**config.mk**
```make
export PLATFORM = sky130hd
export DESIGN_NAME = dly_sweep_ctrl
export DESIGN_NICKNAME = d
export VERILOG_FILES = /design/src/rtl/dsc_pkg.sv /design/src/rtl/dsc_timer.sv /design/src/rtl/dsc_sync.sv /design/src/rtl/dsc_ps_conv.sv /design/src/rtl/dly_sweep_ctrl.sv
export SDC_FILE = /design/constraint.sdc
export NUM_CORES = 1
export LEC_CHECK = 0
export BUFFER_PORTS_ARGS = -buffer_cell sky130_fd_sc_hd__buf_2
export CORE_MARGIN = 2
export CORE_UTILIZATION = 53
export CTS_CLUSTER_SIZE = 40
export DETAILED_ROUTE_END_ITERATION = 6
export PLACE_DENSITY = 0.82
export SYNTH_ARGS = -nofsm -noshare
export SYNTH_HDL_FRONTEND = slang
export SYNTH_SLANG_ARGS = --single-unit
```
**constraint.sdc**
```tcl
create_clock -name clk -period 2.8 [get_ports clk]
set_input_delay 0.14 -clock clk [delete_from_list [all_inputs] [get_ports clk]]
set_output_delay 0.14 -clock clk [all_outputs]
set_load 0.02 [all_outputs]
```
**src/rtl/dsc_pkg.sv**
```systemverilog
package dsc_pkg;
  typedef enum logic [2:0] {
    ST_IDLE,
    ST_SETTLE,
    ST_TRIG,
    ST_WAIT,
    ST_DECIDE
  } dsc_state_e;
endpackage

```
**src/rtl/dsc_timer.sv**
```systemverilog
module dsc_timer #(
  parameter int W = 16
) (
  input  logic         clk,
  input  logic         rst_n,
  input  logic         run,
  input  logic [W-1:0] limit,
  output logic         reached
);
  logic [W-1:0] cnt;

  assign reached = (cnt >= limit);

  always_ff @(posedge clk) begin
    if (!rst_n)        cnt <= '0;
    else if (!run)     cnt <= '0;
    else if (!reached) cnt <= cnt + 1'b1;
  end
endmodule

```
**src/rtl/dsc_sync.sv**
```systemverilog
module dsc_sync #(
  parameter int STAGES = 2
) (
  input  logic clk,
  input  logic rst_n,
  input  logic d,
  output logic q
);
  logic [STAGES-1:0] chain;

  generate
    if (STAGES == 1) begin : g_one
      always_ff @(posedge clk) begin
        if (!rst_n) chain <= '0;
        else        chain <= d;
      end
    end else begin : g_many
      always_ff @(posedge clk) begin
        if (!rst_n) chain <= '0;
        else        chain <= {chain[STAGES-2:0], d};
      end
    end
  endgenerate

  assign q = chain[STAGES-1];
endmodule

```
**src/rtl/dsc_ps_conv.sv**
```systemverilog
module dsc_ps_conv #(
  parameter int CODE_W    = 11,
  parameter int RES_W     = 16,
  parameter int OFFSET_PS = 4400,
  parameter int STEP_PS   = 10
) (
  input  logic [CODE_W-1:0] code,
  output logic [RES_W-1:0]  ps
);
  assign ps = RES_W'(OFFSET_PS) + RES_W'(STEP_PS) * RES_W'(code);
endmodule

```
**src/rtl/dly_sweep_ctrl.sv**
```systemverilog
module dly_sweep_ctrl #(
  parameter int CODE_W      = 11,
  parameter int CNT_W       = 16,
  parameter int RES_W       = 16,
  parameter int DITHER_N    = 8,
  parameter int MAX_FAIL    = 16,
  parameter int SYNC_STAGES = 2,
  parameter int OFFSET_PS   = 4400,
  parameter int STEP_PS     = 10
) (
  input  logic              clk,
  input  logic              rst_n,
  input  logic              start,
  input  logic [CNT_W-1:0]  settle_cycles,
  input  logic              sample_in,
  output logic              busy,
  output logic              done,
  output logic              locked,
  output logic              err,
  output logic [CODE_W-1:0] code,
  output logic [CODE_W-2:0] fine_code,
  output logic              coarse_max,
  output logic              coarse_min,
  output logic              launch_min,
  output logic              trig,
  output logic [RES_W-1:0]  result_ps
);
  import dsc_pkg::*;

  localparam int IDX_W  = $clog2(CODE_W);
  localparam int DCNT_W = $clog2(DITHER_N + 1);
  localparam int FAIL_W = $clog2(MAX_FAIL + 1);
  localparam int LAT    = SYNC_STAGES + 1;
  localparam logic [CODE_W-1:0] MSB_ONE  = {1'b1, {(CODE_W-1){1'b0}}};
  localparam logic [CODE_W-1:0] CODE_TOP = {CODE_W{1'b1}};

  dsc_state_e         state;
  logic [IDX_W-1:0]   bit_idx;
  logic [DCNT_W-1:0]  dcnt;
  logic [FAIL_W-1:0]  fails;
  logic               searching;
  logic               seen_hi, seen_lo;
  logic               hi_n, lo_n, last_trial;
  logic               smp;
  logic               settle_done, wait_done;

  dsc_sync #(.STAGES(SYNC_STAGES)) u_sync (
    .clk(clk), .rst_n(rst_n), .d(sample_in), .q(smp)
  );

  dsc_timer #(.W(CNT_W)) u_settle (
    .clk(clk), .rst_n(rst_n), .run(state == ST_SETTLE),
    .limit(settle_cycles), .reached(settle_done)
  );

  dsc_timer #(.W(CNT_W)) u_wait (
    .clk(clk), .rst_n(rst_n), .run(state == ST_WAIT),
    .limit(CNT_W'(LAT - 1)), .reached(wait_done)
  );

  dsc_ps_conv #(
    .CODE_W(CODE_W), .RES_W(RES_W), .OFFSET_PS(OFFSET_PS), .STEP_PS(STEP_PS)
  ) u_conv (
    .code(code), .ps(result_ps)
  );

  always_comb begin
    hi_n       = seen_hi | smp;
    lo_n       = seen_lo | ~smp;
    last_trial = (dcnt == DCNT_W'(DITHER_N - 1));
  end

  assign busy       = (state != ST_IDLE);
  assign trig       = (state == ST_TRIG);
  assign fine_code  = code[CODE_W-2:0];
  assign coarse_max = code[CODE_W-1];
  assign coarse_min = ~code[CODE_W-1];
  assign launch_min = 1'b1;

  always_ff @(posedge clk) begin
    if (!rst_n) begin
      state     <= ST_IDLE;
      code      <= '0;
      bit_idx   <= '0;
      dcnt      <= '0;
      fails     <= '0;
      searching <= 1'b0;
      seen_hi   <= 1'b0;
      seen_lo   <= 1'b0;
      done      <= 1'b0;
      locked    <= 1'b0;
      err       <= 1'b0;
    end else begin
      done <= 1'b0;
      case (state)
        ST_IDLE: if (start) begin
          code      <= MSB_ONE;
          bit_idx   <= IDX_W'(CODE_W - 1);
          searching <= 1'b1;
          dcnt      <= '0;
          fails     <= '0;
          seen_hi   <= 1'b0;
          seen_lo   <= 1'b0;
          locked    <= 1'b0;
          err       <= 1'b0;
          state     <= ST_SETTLE;
        end
        ST_SETTLE: if (settle_done) state <= ST_TRIG;
        ST_TRIG:   state <= ST_WAIT;
        ST_WAIT:   if (wait_done) state <= ST_DECIDE;
        ST_DECIDE: begin
          state <= ST_SETTLE;
          if (searching) begin
            if (smp) code[bit_idx] <= 1'b0;
            if (bit_idx == '0) begin
              searching <= 1'b0;
              dcnt      <= '0;
              seen_hi   <= 1'b0;
              seen_lo   <= 1'b0;
            end else begin
              code[bit_idx - 1'b1] <= 1'b1;
              bit_idx              <= bit_idx - 1'b1;
            end
          end else if (!last_trial) begin
            seen_hi <= hi_n;
            seen_lo <= lo_n;
            dcnt    <= dcnt + 1'b1;
          end else if (hi_n && lo_n) begin
            locked <= 1'b1;
            done   <= 1'b1;
            state  <= ST_IDLE;
          end else if (fails == FAIL_W'(MAX_FAIL - 1)) begin
            err   <= 1'b1;
            done  <= 1'b1;
            state <= ST_IDLE;
          end else begin
            fails   <= fails + 1'b1;
            dcnt    <= '0;
            seen_hi <= 1'b0;
            seen_lo <= 1'b0;
            if (lo_n && code != CODE_TOP)   code <= code + 1'b1;
            else if (hi_n && code != '0)    code <= code - 1'b1;
          end
        end
        default: state <= ST_IDLE;
      endcase
    end
  end
endmodule

```
**Word level (Yosys, flattened, before mapping)**

Cells that the tools add are included.

- $add $sub $neg: 8
- Multipliers: 1
- Divide/modulo/power cells: 0
- Order comparisons: 6
- Eq/ne operators: 25
- Shift operators: 0
- Mux-type cells: 67
- Bitwise gates (word level): 10
- Reduce and logical (&&, ||, !) cells: 21

Operators with widths:

| operator | count |
|---|---|
| 2-to-1 mux 11 bit | 12 |
| 2-to-1 mux 4 bit | 9 |
| adder 16 x 1 -> 16 bit, second input constant | 2 |
| 2-to-1 mux 1 bit | 26 |
| 2-to-1 mux 5 bit | 5 |
| != test 2 bit, second input constant | 11 |
| case mux 11 bit (2 select lines) | 1 |
| AND reduction 6 bit | 3 |
| adder 13 x 15 -> 16 bit, first input constant | 1 |
| greater-or-equal comparator 16 bit | 1 |
| greater-or-equal comparator 16 x 2 -> 1 bit, second input constant | 1 |
| case mux 4 bit (2 select lines) | 2 |
| case mux 3 bit (5 select lines) | 1 |
| multiplier 3 x 11 -> 14 bit, first input constant | 1 |
| != test 3 bit, second input constant | 4 |
| != test 4 bit, second input constant | 3 |
| adder 11 x 1 -> 11 bit, second input constant | 1 |
| AND 11 bit | 1 |
| != test 11 bit, second input constant | 1 |
| inverter 11 bit | 1 |
| OR 11 bit | 1 |
| nonzero test 11 bit | 1 |
| subtractor 11 x 1 -> 11 bit, second input constant | 1 |
| < comparator 4 x 5 -> 1 bit, second input constant | 2 |
| 25 further kinds | 46 |

- Bits in registers: 67
- Latch bits: 0
- Bits in writable memories: 0
- ROM bits: 0
- Input port bits: 20
- Output and inout bits: 45
- Logic and storage cells: 152
- Memories kept: 0

**Longest topological paths before layout**

Gate-level depths: netlist of the first run.

- Depth in word-level cells: 14
- Gate-level depth with buffers: 11
- Mapped depth without buffers: 10

**Hierarchy**

From an unflattened synthesis of the first run, not the netlist that was laid out.

- Cells, all modules: 726
- Area, all modules: 5759.3 um2

By module, submodules not included:

| module | instances | cells an instance | area an instance (um2) | seq. area each (um2) |
|---|---|---|---|---|
| dly_sweep_ctrl | 1 | 329 | 2573.7 | 660.6 |
| dsc_timer | 2 | 148 | 1168.6 | 320.3 |
| dsc_ps_conv | 1 | 97 | 795.8 | 0.0 |
| dsc_sync | 1 | 4 | 52.6 | 40.0 |

**Least setup slack after synthesis of the first run**

OpenSTA, ideal clock, no wires.

- Path kind: register to register
- From: register code[0]
- To: register code[5]
- Library setup time: 0.070 ns
- Arrival: 2.928 ns
- Data required time: 2.730 ns
- Path slack: -0.198 ns
- Cell stages (with the launch flop): 10
- Buffers on the path: 0
- Period minus slack after synthesis: 2.998 ns
- Cells stage by stage: dfxtp_1 > nand4_1 > o32ai_2 > ha_1 > a21o_1 > a21oi_1 > o21ai_0 > xnor2_1 > a2111o_1 > a21oi_1

- Word-level cells in the longest chain between the ends: 8
- Elaborated cells on any way between the ends: 15
- Those cells by class: 2 x add/sub; 2 x eq/ne; 7 x mux; 4 x reduce/logical

Ends and longest elaborated chain:

| what | line | source |
|---|---|---|
| start, declared | dly_sweep_ctrl.sv:20 | `output logic [CODE_W-1:0] code,` |
| start signal, assigned | dly_sweep_ctrl.sv:141 | `if (lo_n && code != CODE_TOP) code <= code + 1'b1;` |
| start signal, assigned | dly_sweep_ctrl.sv:142 | `else if (hi_n && code != '0) code <= code - 1'b1;` |
| subtractor 11 x 1 -> 11 bit / != test 11 bit (equally long branches) | dly_sweep_ctrl.sv:142, dly_sweep_ctrl.sv:141 |  |
| 2-to-1 mux 11 bit / logical AND 1 bit (equally long branches) | dly_sweep_ctrl.sv:142, dly_sweep_ctrl.sv:141 |  |
| 2-to-1 mux 11 bit | dly_sweep_ctrl.sv:141 |  |
| 2-to-1 mux 11 bit | dly_sweep_ctrl.sv:132 | `end else if (fails == FAIL_W'(MAX_FAIL - 1)) begin` |
| 2-to-1 mux 11 bit | dly_sweep_ctrl.sv:128 | `end else if (hi_n && lo_n) begin` |
| 2-to-1 mux 11 bit | dly_sweep_ctrl.sv:124 | `end else if (!last_trial) begin` |
| 2-to-1 mux 11 bit | dly_sweep_ctrl.sv:113 | `if (searching) begin` |
| case mux 11 bit (2 select lines) | dly_sweep_ctrl.sv:95 | `case (state)` |

Several ways; a longest one is shown, not always the timed one. The select of a mux whose other input is x is not followed.
A chain may end at the register's enable or synchronous reset.

**Worst setup path after layout of the first run**

- From: register code[2]
- To: output result_ps[11]

- Word-level cells in the longest chain between the ends: 2

Ends and longest elaborated chain:

| what | line | source |
|---|---|---|
| multiplier 3 x 11 -> 14 bit | dsc_ps_conv.sv:10 | `assign ps = RES_W'(OFFSET_PS) + RES_W'(STEP_PS) * RES_W'(code);` |
| adder 13 x 15 -> 16 bit | dsc_ps_conv.sv:10 |  |
| end, declared | dly_sweep_ctrl.sv:26 | `output logic [RES_W-1:0] result_ps` |

Every way passes these cells.

==> results.yml, run 1 <==
run_status:
  outcome: "finished with violations"
  violations: "negative setup slack"
route:
  vias_per_cell: 5.970
  wl_per_cell_um: 15.89
  drt_iter0_drc: 280
  wirelength_mm: 12.53
  drc_errors: 0
  dr.pass1.iters: 5
  drtAntennaViolNets: 0
  vias: 4710
grt:
  grt-ovfl-total: 0
  use_met2: 0.4132
  grtUsageMet3: 0.03795
  grt_max_degree: 24
  antenna_found_initial: 0
  first_global_vias: 4318
  met1_usage: 0.3062
  grt_usage: 0.2448
  gr-max-usage-layer: "met2"
  grt_first_pass_wirelength_mm: 19.76
clocking:
  clk_path_buf_depth: 2
  htreeDepth: 3
  cts-buffers-inserted: 9
  cts_root_buf: "clkbuf_8"
  insertion_delay_ns: 0.36
  path_clk_slew_ns: 0.08
  clock_sinks: 67
  cts_tree: "done"
floorplanning:
  rows: 34
  die_w_um: 99.40
  io_pins: 65
  die_h_um: 99.40
  start_util: 0.5504
  dieArea_um2: 9879
  coreArea_um2: 8763
power_and_ir_drop:
  p_leak_nw: 2.618
  worst_ir_drop_vdd_mv: 0.2396
  p_total_mw: 2.010
  powerDensity_nw_per_um2: 341.4
layout:
  fillerInstances: 692
  area_delta_synth_final_pct: 22.05
  multi_input_comb_area_um2: 3412
  final_cell_area_um2: 5887
  final_util: 0.6718
  drive_gt1_frac: 0.2540
  seqCellArea_um2: 1355
  antenna_cells: 0
  fin_nets: 754
  finalNonFillerCells: 789
run:
  drv_cap: 0
timing:
  worstMarginPinSlew_ns: 0.7120
  tns_ns: -0.5546
  setup_violations: 6
  finalHoldViolations: 0
  post-route-period-util: 1.061
  finalCriticalPeriod_ns: 2.972
  setup_slack_ns: -0.1718
  rsz0062_at_grt: "yes"
  clock_skew_ns: 0.009668
  slew_headroom: 0.5253
  timing.fmax_mhz: 336.5
  hold_ws_ns: 0.1289
  drv_slew: 0
synth:
  synth_edf_count: 0
  synth_most_common_cell: "dfxtp_1"
  synthCells: 600
  async_flop_share: 0
  synth_common_cells: "dfxtp_1 (67), a21oi_1 (57), ha_1 (56)"
  synth_top_cell_by_area: "dfxtp_1"
  netlist_top_cells_area: "dfxtp_1 (28%), ha_1 (15%), a21oi_1 (5.9%)"
  synth_top_area_frac: 0.2781
  synth_area_um2: 4823
  ys_seq_area_frac: 0.2781
  ys_ff_latch: 67
  yosysWarnings: 0
  synth_area_per_cell_um2: 8.039
  ys.flop_type: "dfxtp_1"
  ys_types: 68
critical_path:
  arrival_ns: 2.83
  start_kind: "flip-flop"
  path_class: "reg2out"
  endpoint_kind: "primary output"
  cp_max_fo: 4
  worstRegToRegCells: 13
  required_ns: 2.66
  ff2ff_setup_slack_ns: 0.14
  r2r_start: "code[1]"
  reg2reg_to: "code[8]"
hold_path:
  hold_end: "state[0]"
  hp-start: "start"
  min_path_type: "in2reg"
  whs_path_depth: 3
placement:
  io_buffers: 61
  post-place-ws_ns: -0.03374
  place_area_um2: 5221
  dp_cells: 755
  dp_hpwl_mm: 8.711
  routabilityCongestion: 0.9396
state kept, by name (all words and copies together), names as in the netlist, 2 cells and up:
register	cells
state	3
u_settle.cnt	16
fails	5
dcnt	4
u_wait.cnt	16
bit_idx	4
u_sync.chain	2
code	11
worst max-delay path by stage:
stage          cells past startpoint  slack [ns]  startpoint            end
4_1_cts                           11       -0.15     code[3]  result_ps[12]
2_1_floorplan                      9       -0.05     code[0]        code[5]
6_report                          10       -0.17     code[2]  result_ps[11]
3_3_place_gp                      11        0.05     code[1]  result_ps[12]
5_1_grt                           10       -0.26     code[2]  result_ps[11]
3_5_place_dp                      11       -0.03     code[1]  result_ps[12]
layer usage:
metal / up-vias / share of wire
met1: 2174 / 0.43
met2: 201 / 0.48
li1: 2295 / -
met5: - / 0
met4: 0 / 0.029
met3: 40 / 0.065
kinds of logic (layout without fill, tap and decap cells):
| group | count (synthesis) | in the layout | synth area share |
|---|---|---|---|
| xor gates and xnor gates | 29 | 29 | 0.05266 |
| muxes | 2 | 2 | 0.004410 |
| and+or+nand+nor | 202 | 202 | 0.2119 |
| adders and majority gates | 58 | 58 | 0.1536 |
| DFF | 67 | 67 | 0.2781 |
| AOI/OAI and AO/OA | 165 | 165 | 0.2215 |
| other | 2 | 3 | 0.001557 |
| buffers and inverters | 75 | 155 | 0.07626 |
power breakdown:
part	internal, mW	switching [mW]
Sequential	0.959	0.0170
Clock	0.415	0.414
Combinational	0.0824	0.122
Total	1.46	0.553
critical path, stage by stage, from the launching register on:
cell and delay [ns]:
dfxtp_4 0.37, ha_4 0.26, ha_4 0.26, a21o_1 0.15, nand4_1 0.24, a31o_2 0.28
a311o_1 0.33, buf_4 0.16, buf_4 0.13, xnor2_2 0.14, buf_4 0.15
layout by cell type, fill, tap and decap left out, drive strengths merged, types with 18 or more instances in the layout:
| cell type | count |
|---|---|
| a21oi | 60 |
| and2 | 18 |
| buf | 100 |
| dfxtp | 67 |
| ha | 56 |
| inv | 39 |
| nand2 | 42 |
| nand3 | 23 |
| nor2 | 45 |
| o21ai | 36 |
| xnor2 | 18 |
cell type report:
type / count / area share
multi-input combinational: 459 / 0.5796
sequential: 67 / 0.2302
timing repair buffer: 101 / 0.1090
inverter: 38 / 0.02423
tap: 108 / 0.02295
clock buffer: 9 / 0.02104
clock inverter: 7 / 0.01296
timing repair:
action	CTS	global route
hold buffers	1	0
gates resized for setup	34	29
pin swaps	16	16
buffers inserted	7	10
hold endpoints to repair	1	0
endpoints found under the setup margin	5	13
(Power assumes the default switching activity.)
==> run 2: changes to the inputs <==
--- a/config.mk
+++ b/config.mk
@@ -5,12 +5,13 @@
 export SDC_FILE = /design/constraint.sdc
 export NUM_CORES = 1
 export LEC_CHECK = 0
+export ABC_AREA = 1
 export BUFFER_PORTS_ARGS = -buffer_cell sky130_fd_sc_hd__buf_2
 export CORE_MARGIN = 2
-export CORE_UTILIZATION = 53
+export CORE_UTILIZATION = 54
 export CTS_CLUSTER_SIZE = 40
 export DETAILED_ROUTE_END_ITERATION = 6
-export PLACE_DENSITY = 0.82
+export PLACE_DENSITY = 0.83
 export SYNTH_ARGS = -nofsm -noshare
 export SYNTH_HDL_FRONTEND = slang
 export SYNTH_SLANG_ARGS = --single-unit
==> results.yml, run 2 <==
route:
  drc_errors: 0
  vias_per_cell: 5.104
  wirelength_mm: 12.39
  vias: 5145
  drt_iter0_drc: 403
  dr.pass1.iters: 5
  wl_per_cell_um: 12.29
  drtAntennaViolNets: 0
floorplanning:
  coreArea_um2: 9684
  start_util: 0.5506
  rows: 36
  die_w_um: 103.4
  io_pins: 65
  dieArea_um2: 10690
  die_h_um: 103.4
placement:
  io_buffers: 61
  dp_hpwl_mm: 9.108
  routabilityCongestion: 0.9628
  dp_cells: 988
layout:
  fin_nets: 948
  drive_gt1_frac: 0.1760
  reg_top3: "u_settle.cnt: 16 flops, u_wait.cnt: 16 flops, code: 11 flops"
  antenna_cells: 0
  mostFrequentLayoutCells: "nand2_1 (181), inv_1 (112), nor2_1 (82)"
  area_delta_synth_final_pct: 15.25
  final_common_cell: "nand2_1"
  finalNonFillerCells: 1008
hold_path:
  min_path_type: "in2reg"
clocking:
  cts_root_buf: "clkbuf_8"
  path_clk_slew_ns: 0.08
  clk_path_buf_depth: 2
  clock_sinks: 67
  htreeDepth: 3
  cts_tree: "done"
  cts-buffers-inserted: 9
  insertion_delay_ns: 0.35
critical_path:
  start_kind: "flip-flop"
  max_stage_delay_ns: 0.37
  cp_common_cell: "nand2_1"
  required_ns: 2.66
  arrival_ns: 2.59
  slowest_stage: "dfxtp_4"
  critPathBufInv: 1
  path_cells: "ha_4, ha_4, fa_2, nand2_1, nand2_1, nand3b_1, nand2_2, a21oi_4, xor2_4, nand2_1, nand2_1, nand2_1, buf_4"
  endpoint_kind: "primary output"
  path_class: "reg2out"
  critPathTopFamily: "adder cells"
  cp_max_fo: 5
synth:
  synthCells: 808
  synth_most_common_cell: "nand2_1"
  ys_seq_area_frac: 0.2515
  ys_types: 41
  synth_area_per_cell_um2: 6.600
  synth_top_cell_by_area: "dfxtp_1"
  ys.flop_type: "dfxtp_1"
  synth_common_cells: "nand2_1 (184), inv_1 (112), nor2_1 (83)"
  async_flop_share: 0
  synth_edf_count: 0
  netlist_top_cells_area: "dfxtp_1 (25%), ha_1 (13%), nand2_1 (13%)"
  ys_ff_latch: 67
  yosysWarnings: 0
  synth_top_area_frac: 0.2515
  synth_area_um2: 5333
timing:
  tns_ns: 0
  hold_ws_ns: 0.2006
  worstMarginPinSlew_ns: 0.5373
  finalCriticalPeriod_ns: 2.731
  rsz0062_at_grt: "yes"
  drv_slew: 0
  timing.fmax_mhz: 366.2
  slew_headroom: 0.6409
  post-route-period-util: 0.9753
  clock_skew_ns: 0.01321
  setup_violations: 0
  finalHoldViolations: 0
grt:
  antenna_found_initial: 0
  grt-ovfl-total: 0
  grt_first_pass_wirelength_mm: 19.77
  grt_usage: 0.2283
  first_global_vias: 4458
  grt_max_degree: 20
power_and_ir_drop:
  p_leak_nw: 2.979
  p_total_mw: 3.207
  worst_ir_drop_vdd_mv: 0.3180
  powerDensity_nw_per_um2: 521.8
run_status:
  outcome: "finished, final reports clean"
run:
  drv_cap: 0
[run 2: routing by layer]
layer  vias up  global-route usage  part of all wire
met4         0             0.05870             0.015
met3        20             0.03562             0.044
met5         -                   0                 0
li1       2699                   -                 -
met1      2287              0.3125              0.49
met2       139              0.3762              0.46
[run 2: path summary, 6_finish.rpt]
kind	start	to	slack, ns	depth (start not counted)
setup reg to reg	code[1]	code[10]	0.28	16
hold / removal	rst_n	u_sync.chain[0]	0.20	3
setup / recovery	code[3]	result_ps[14]	0.07	13
hold reg to reg	u_sync.chain[0]	u_sync.chain[1]	0.42	2
[run 2: metrics by stage]
stage | util | setup slack (ns) | area [um2]
after floorplan | - | 0.08273 | 5336
after global placement | 0.5926 | 0.3048 | 5739
after detailed placement | 0.5926 | 0.2207 | 5739
after CTS | 0.6189 | 0.01957 | 5993
after global routing | 0.6346 | -0.04867 | 6146
final | 0.6346 | 0.06907 | 6146
[run 2: report_power, final]
part | switching [mW] | internal [mW] | leakage [nW]
sequential | 0.0606 | 1.01 | 0.546
clock | 0.418 | 0.427 | 0.102
combinational | 0.835 | 0.460 | 2.33
[run 2: cell type report]
cell class / instances / area (um2)
inverter: 120 / 450.4
clock inverter: 7 / 83.83
multi-input combinational: 592 / 3508
clock buffer: 9 / 123.9
sequential: 67 / 1351
tap: 133 / 166.4
fill: 876 / 3538
timing repair buffer: 80 / 461.7
[run 2: cell families after synthesis]
group                    share of synthesized area
adder cells (fa/ha/maj)                     0.1389
other                                     0.001408
AO/OA/AOI/OAI                               0.1136
XOR/XNOR                                   0.05397
AND/OR/NAND/NOR                             0.3221
flip-flops                                  0.2515
buffers and inverters                       0.1185
[run 2: tightest hold or removal path, stage by stage]
cell	delay, ns
buf_2	0.23
nand2_1	0.10
inv_1	0.03
[run 2: what timing repair did]
action / 4_1_cts / 5_1_grt
pin swaps: 0 / 8
setup endpoints to repair: 5 / 6
hold buffers: 1 / 0
resized for setup: 9 / 24
hold endpoints to repair: 1 / 0
buffers inserted: 1 / 2
==> run 3: changes to the inputs <==
--- a/config.mk
+++ b/config.mk
@@ -8,10 +8,11 @@
 export ABC_AREA = 1
 export BUFFER_PORTS_ARGS = -buffer_cell sky130_fd_sc_hd__buf_2
 export CORE_MARGIN = 2
-export CORE_UTILIZATION = 54
+export CORE_UTILIZATION = 60
 export CTS_CLUSTER_SIZE = 40
 export DETAILED_ROUTE_END_ITERATION = 6
-export PLACE_DENSITY = 0.83
+export PLACE_DENSITY = 0.86
 export SYNTH_ARGS = -nofsm -noshare
 export SYNTH_HDL_FRONTEND = slang
+export SYNTH_HIERARCHICAL = 1
 export SYNTH_SLANG_ARGS = --single-unit
==> constraint.sdc (replaced) <==
create_clock -name clk -period 2.7 [get_ports clk]
set_input_delay 0.135 -clock clk [delete_from_list [all_inputs] [get_ports clk]]
set_output_delay 0.135 -clock clk [all_outputs]
set_load 0.02 [all_outputs]
==> results.yml, run 3 <==
run_status:
  outcome: "finished, final reports clean"
critical_path:
  worstRegToRegCells: 14
  path_class: "reg2out"
  required_ns: 2.57
  endpoint_kind: "primary output"
  arrival_ns: 2.51
  start_kind: "flip-flop"
  cp_max_fo: 3
  max_stage_delay_ns: 0.53
  path_cells: "ha_4, ha_4, fa_2, inv_2, ha_4, nor2_4, nand3_2, nand2_2, nand2_4, nor2_4, xor2_2, buf_6"
  cp_common_cell: "ha_4"
  slowest_stage: "fa_2"
floorplanning:
  coreArea_um2: 10840
  io_pins: 65
  dieArea_um2: 11980
  rows: 38
  die_w_um: 109.5
  die_h_um: 109.5
  start_util: 0.6157
layout:
  final_util: 0.6914
  reg_top3: "u_settle/cnt: 16 flops, u_wait/cnt: 16 flops, code: 11 flops"
  area_delta_synth_final_pct: 12.30
  final_common_cell: "nand2_1"
  drive_gt1_frac: 0.2406
  mostFrequentLayoutCells: "nand2_1 (223), inv_1 (126), nor2_1 (86)"
  final_cell_area_um2: 7495
  fin_nets: 1148
  antenna_cells: 0
timing:
  timing.fmax_mhz: 377.8
  hold_ws_ns: 0.1720
  rsz0062_at_grt: "yes"
  worstMarginPinSlew_ns: 0.5980
  finalHoldViolations: 0
  setup_violations: 0
  post-route-period-util: 0.9803
  clock_skew_ns: 0.01663
  drv_slew: 0
  finalCriticalPeriod_ns: 2.647
  setup_slack_ns: 0.05318
  slew_headroom: 0.6003
synth:
  ys.flop_type: "dfxtp_1"
  synth_most_common_cell: "nand2_1"
  synth_common_cells: "nand2_1 (224), inv_1 (127), nor2_1 (86)"
  synth_area_per_cell_um2: 6.810
  synth_top_area_frac: 0.2010
  ys_seq_area_frac: 0.2010
  synthCells: 980
  synth_area_um2: 6674
  yosysWarnings: 6
  ys_ff_latch: 67
  ys_types: 46
  synth_top_cell_by_area: "dfxtp_1"
  async_flop_share: 0
  synth_edf_count: 0
  netlist_top_cells_area: "dfxtp_1 (20%), ha_1 (13%), nand2_1 (13%)"
clocking:
  cts_tree: "done"
  clock_sinks: 67
  path_clk_slew_ns: 0.07
  insertion_delay_ns: 0.35
  htreeDepth: 3
  cts_root_buf: "clkbuf_8"
  clk_path_buf_depth: 2
  cts-buffers-inserted: 9
route:
  wl_per_cell_um: 12.11
  drt_iter0_drc: 339
  dr.pass1.iters: 6
  vias_per_cell: 5.271
  drc_errors: 0
  vias: 6325
  wirelength_mm: 14.53
  drtAntennaViolNets: 0
placement:
  io_buffers: 61
  dp_hpwl_mm: 11.05
  post-place-ws_ns: 0.1500
  place_area_um2: 7071
  routabilityCongestion: 0.9338
grt:
  met1_usage: 0.3033
  grtUsageMet3: 0.04090
  antenna_found_initial: 0
  grt-ovfl-total: 0
  grt_usage: 0.2484
  use_met2: 0.4418
  grt_first_pass_wirelength_mm: 24.25
  first_global_vias: 5627
  grt_max_degree: 19
  gr-max-usage-layer: "met2"
hold_path:
  whs_path_depth: 3
  min_path_type: "in2reg"
power_and_ir_drop:
  p_leak_nw: 3.586
  powerDensity_nw_per_um2: 427.3
  worst_ir_drop_vdd_mv: 0.2501
  p_total_mw: 3.202
run:
  drv_cap: 0
run 3: cell types whose count changed in the layout (fill, tap and decap cells not counted), sizes merged, moves of 14 or more:
cell,change
a21oi,+19
conb,+16
ha,+14
nand2,+73
nand3,+25
nor2,+14
run 3: layout make-up:
| type | count | area [um2] |
|---|---|---|
| flip-flops and latches | 67 | 1358 |
| fillers | 907 | 3346 |
| clock inverters | 4 | 73.82 |
| multi-input cells | 763 | 4755 |
| clock buffers | 11 | 151.4 |
| inverters | 134 | 508.0 |
| well taps | 140 | 175.2 |
| repair buffers | 81 | 474.2 |
run 3: logic make-up (layout without fill, tap and decap cells):
kind of cell / after synthesis / in the layout / share of synthesized area
AO/OA/AOI/OAI: 135 / 135 / 0.1286
buffers and inverters: 166 / 230 / 0.1159
AND/OR/NAND/NOR: 503 / 503 / 0.3671
flip-flops: 67 / 67 / 0.2010
XOR/XNOR: 34 / 34 / 0.04856
adder cells (fa/ha/maj): 72 / 72 / 0.1372
other: 3 / 19 / 0.001687
run 3: worst paths after layout:
| check | slack, ns | end | start |
|---|---|---|---|
| setup reg to reg | 0.22 | code[10] | code[2] |
| setup / recovery | 0.05 | result_ps[12] | code[1] |
| hold reg to reg | 0.41 | u_sync/chain[1] | u_sync/chain[0] |
| hold / removal | 0.17 | u_sync/chain[1] | rst_n |
run 3: where the power goes:
group	switching (mW)	internal (mW)
registers	0.0602	1.04
clock network	0.378	0.565
logic	0.738	0.422
run 3: layer usage:
| layer | part of all wire | vias up |
|---|---|---|
| met5 | 0 | - |
| met4 | 0.017 | 0 |
| met3 | 0.051 | 27 |
| met2 | 0.50 | 180 |
| met1 | 0.44 | 2812 |
| li1 | - | 3306 |
run 3: critical path, delay by kind of cell (launching register included):
kind | cells | cell delay (ns)
xor gates and xnor gates | 1 | 0.15
adders and majority gates | 4 | 1.09
buffers and inverters | 2 | 0.18
DFF | 1 | 0.33
and+or+nand+nor | 5 | 0.43
run 3: what timing repair did:
item                       in CTS  in global routing
setup endpoints to repair       5                  6
pin swaps                       6                  8
buffers inserted                2                  2
gates resized for setup        13                 23
hold endpoints to repair        1                  0
hold buffers                    1                  0
run 3: per-stage QoR:
stage	setup TNS, ns	cells
6_report	0	1200
2_1_floorplan	0	996
3_5_place_dp	0	1180
5_1_grt	-0.1670	1200
3_3_place_gp	0	1180
4_1_cts	0	1198
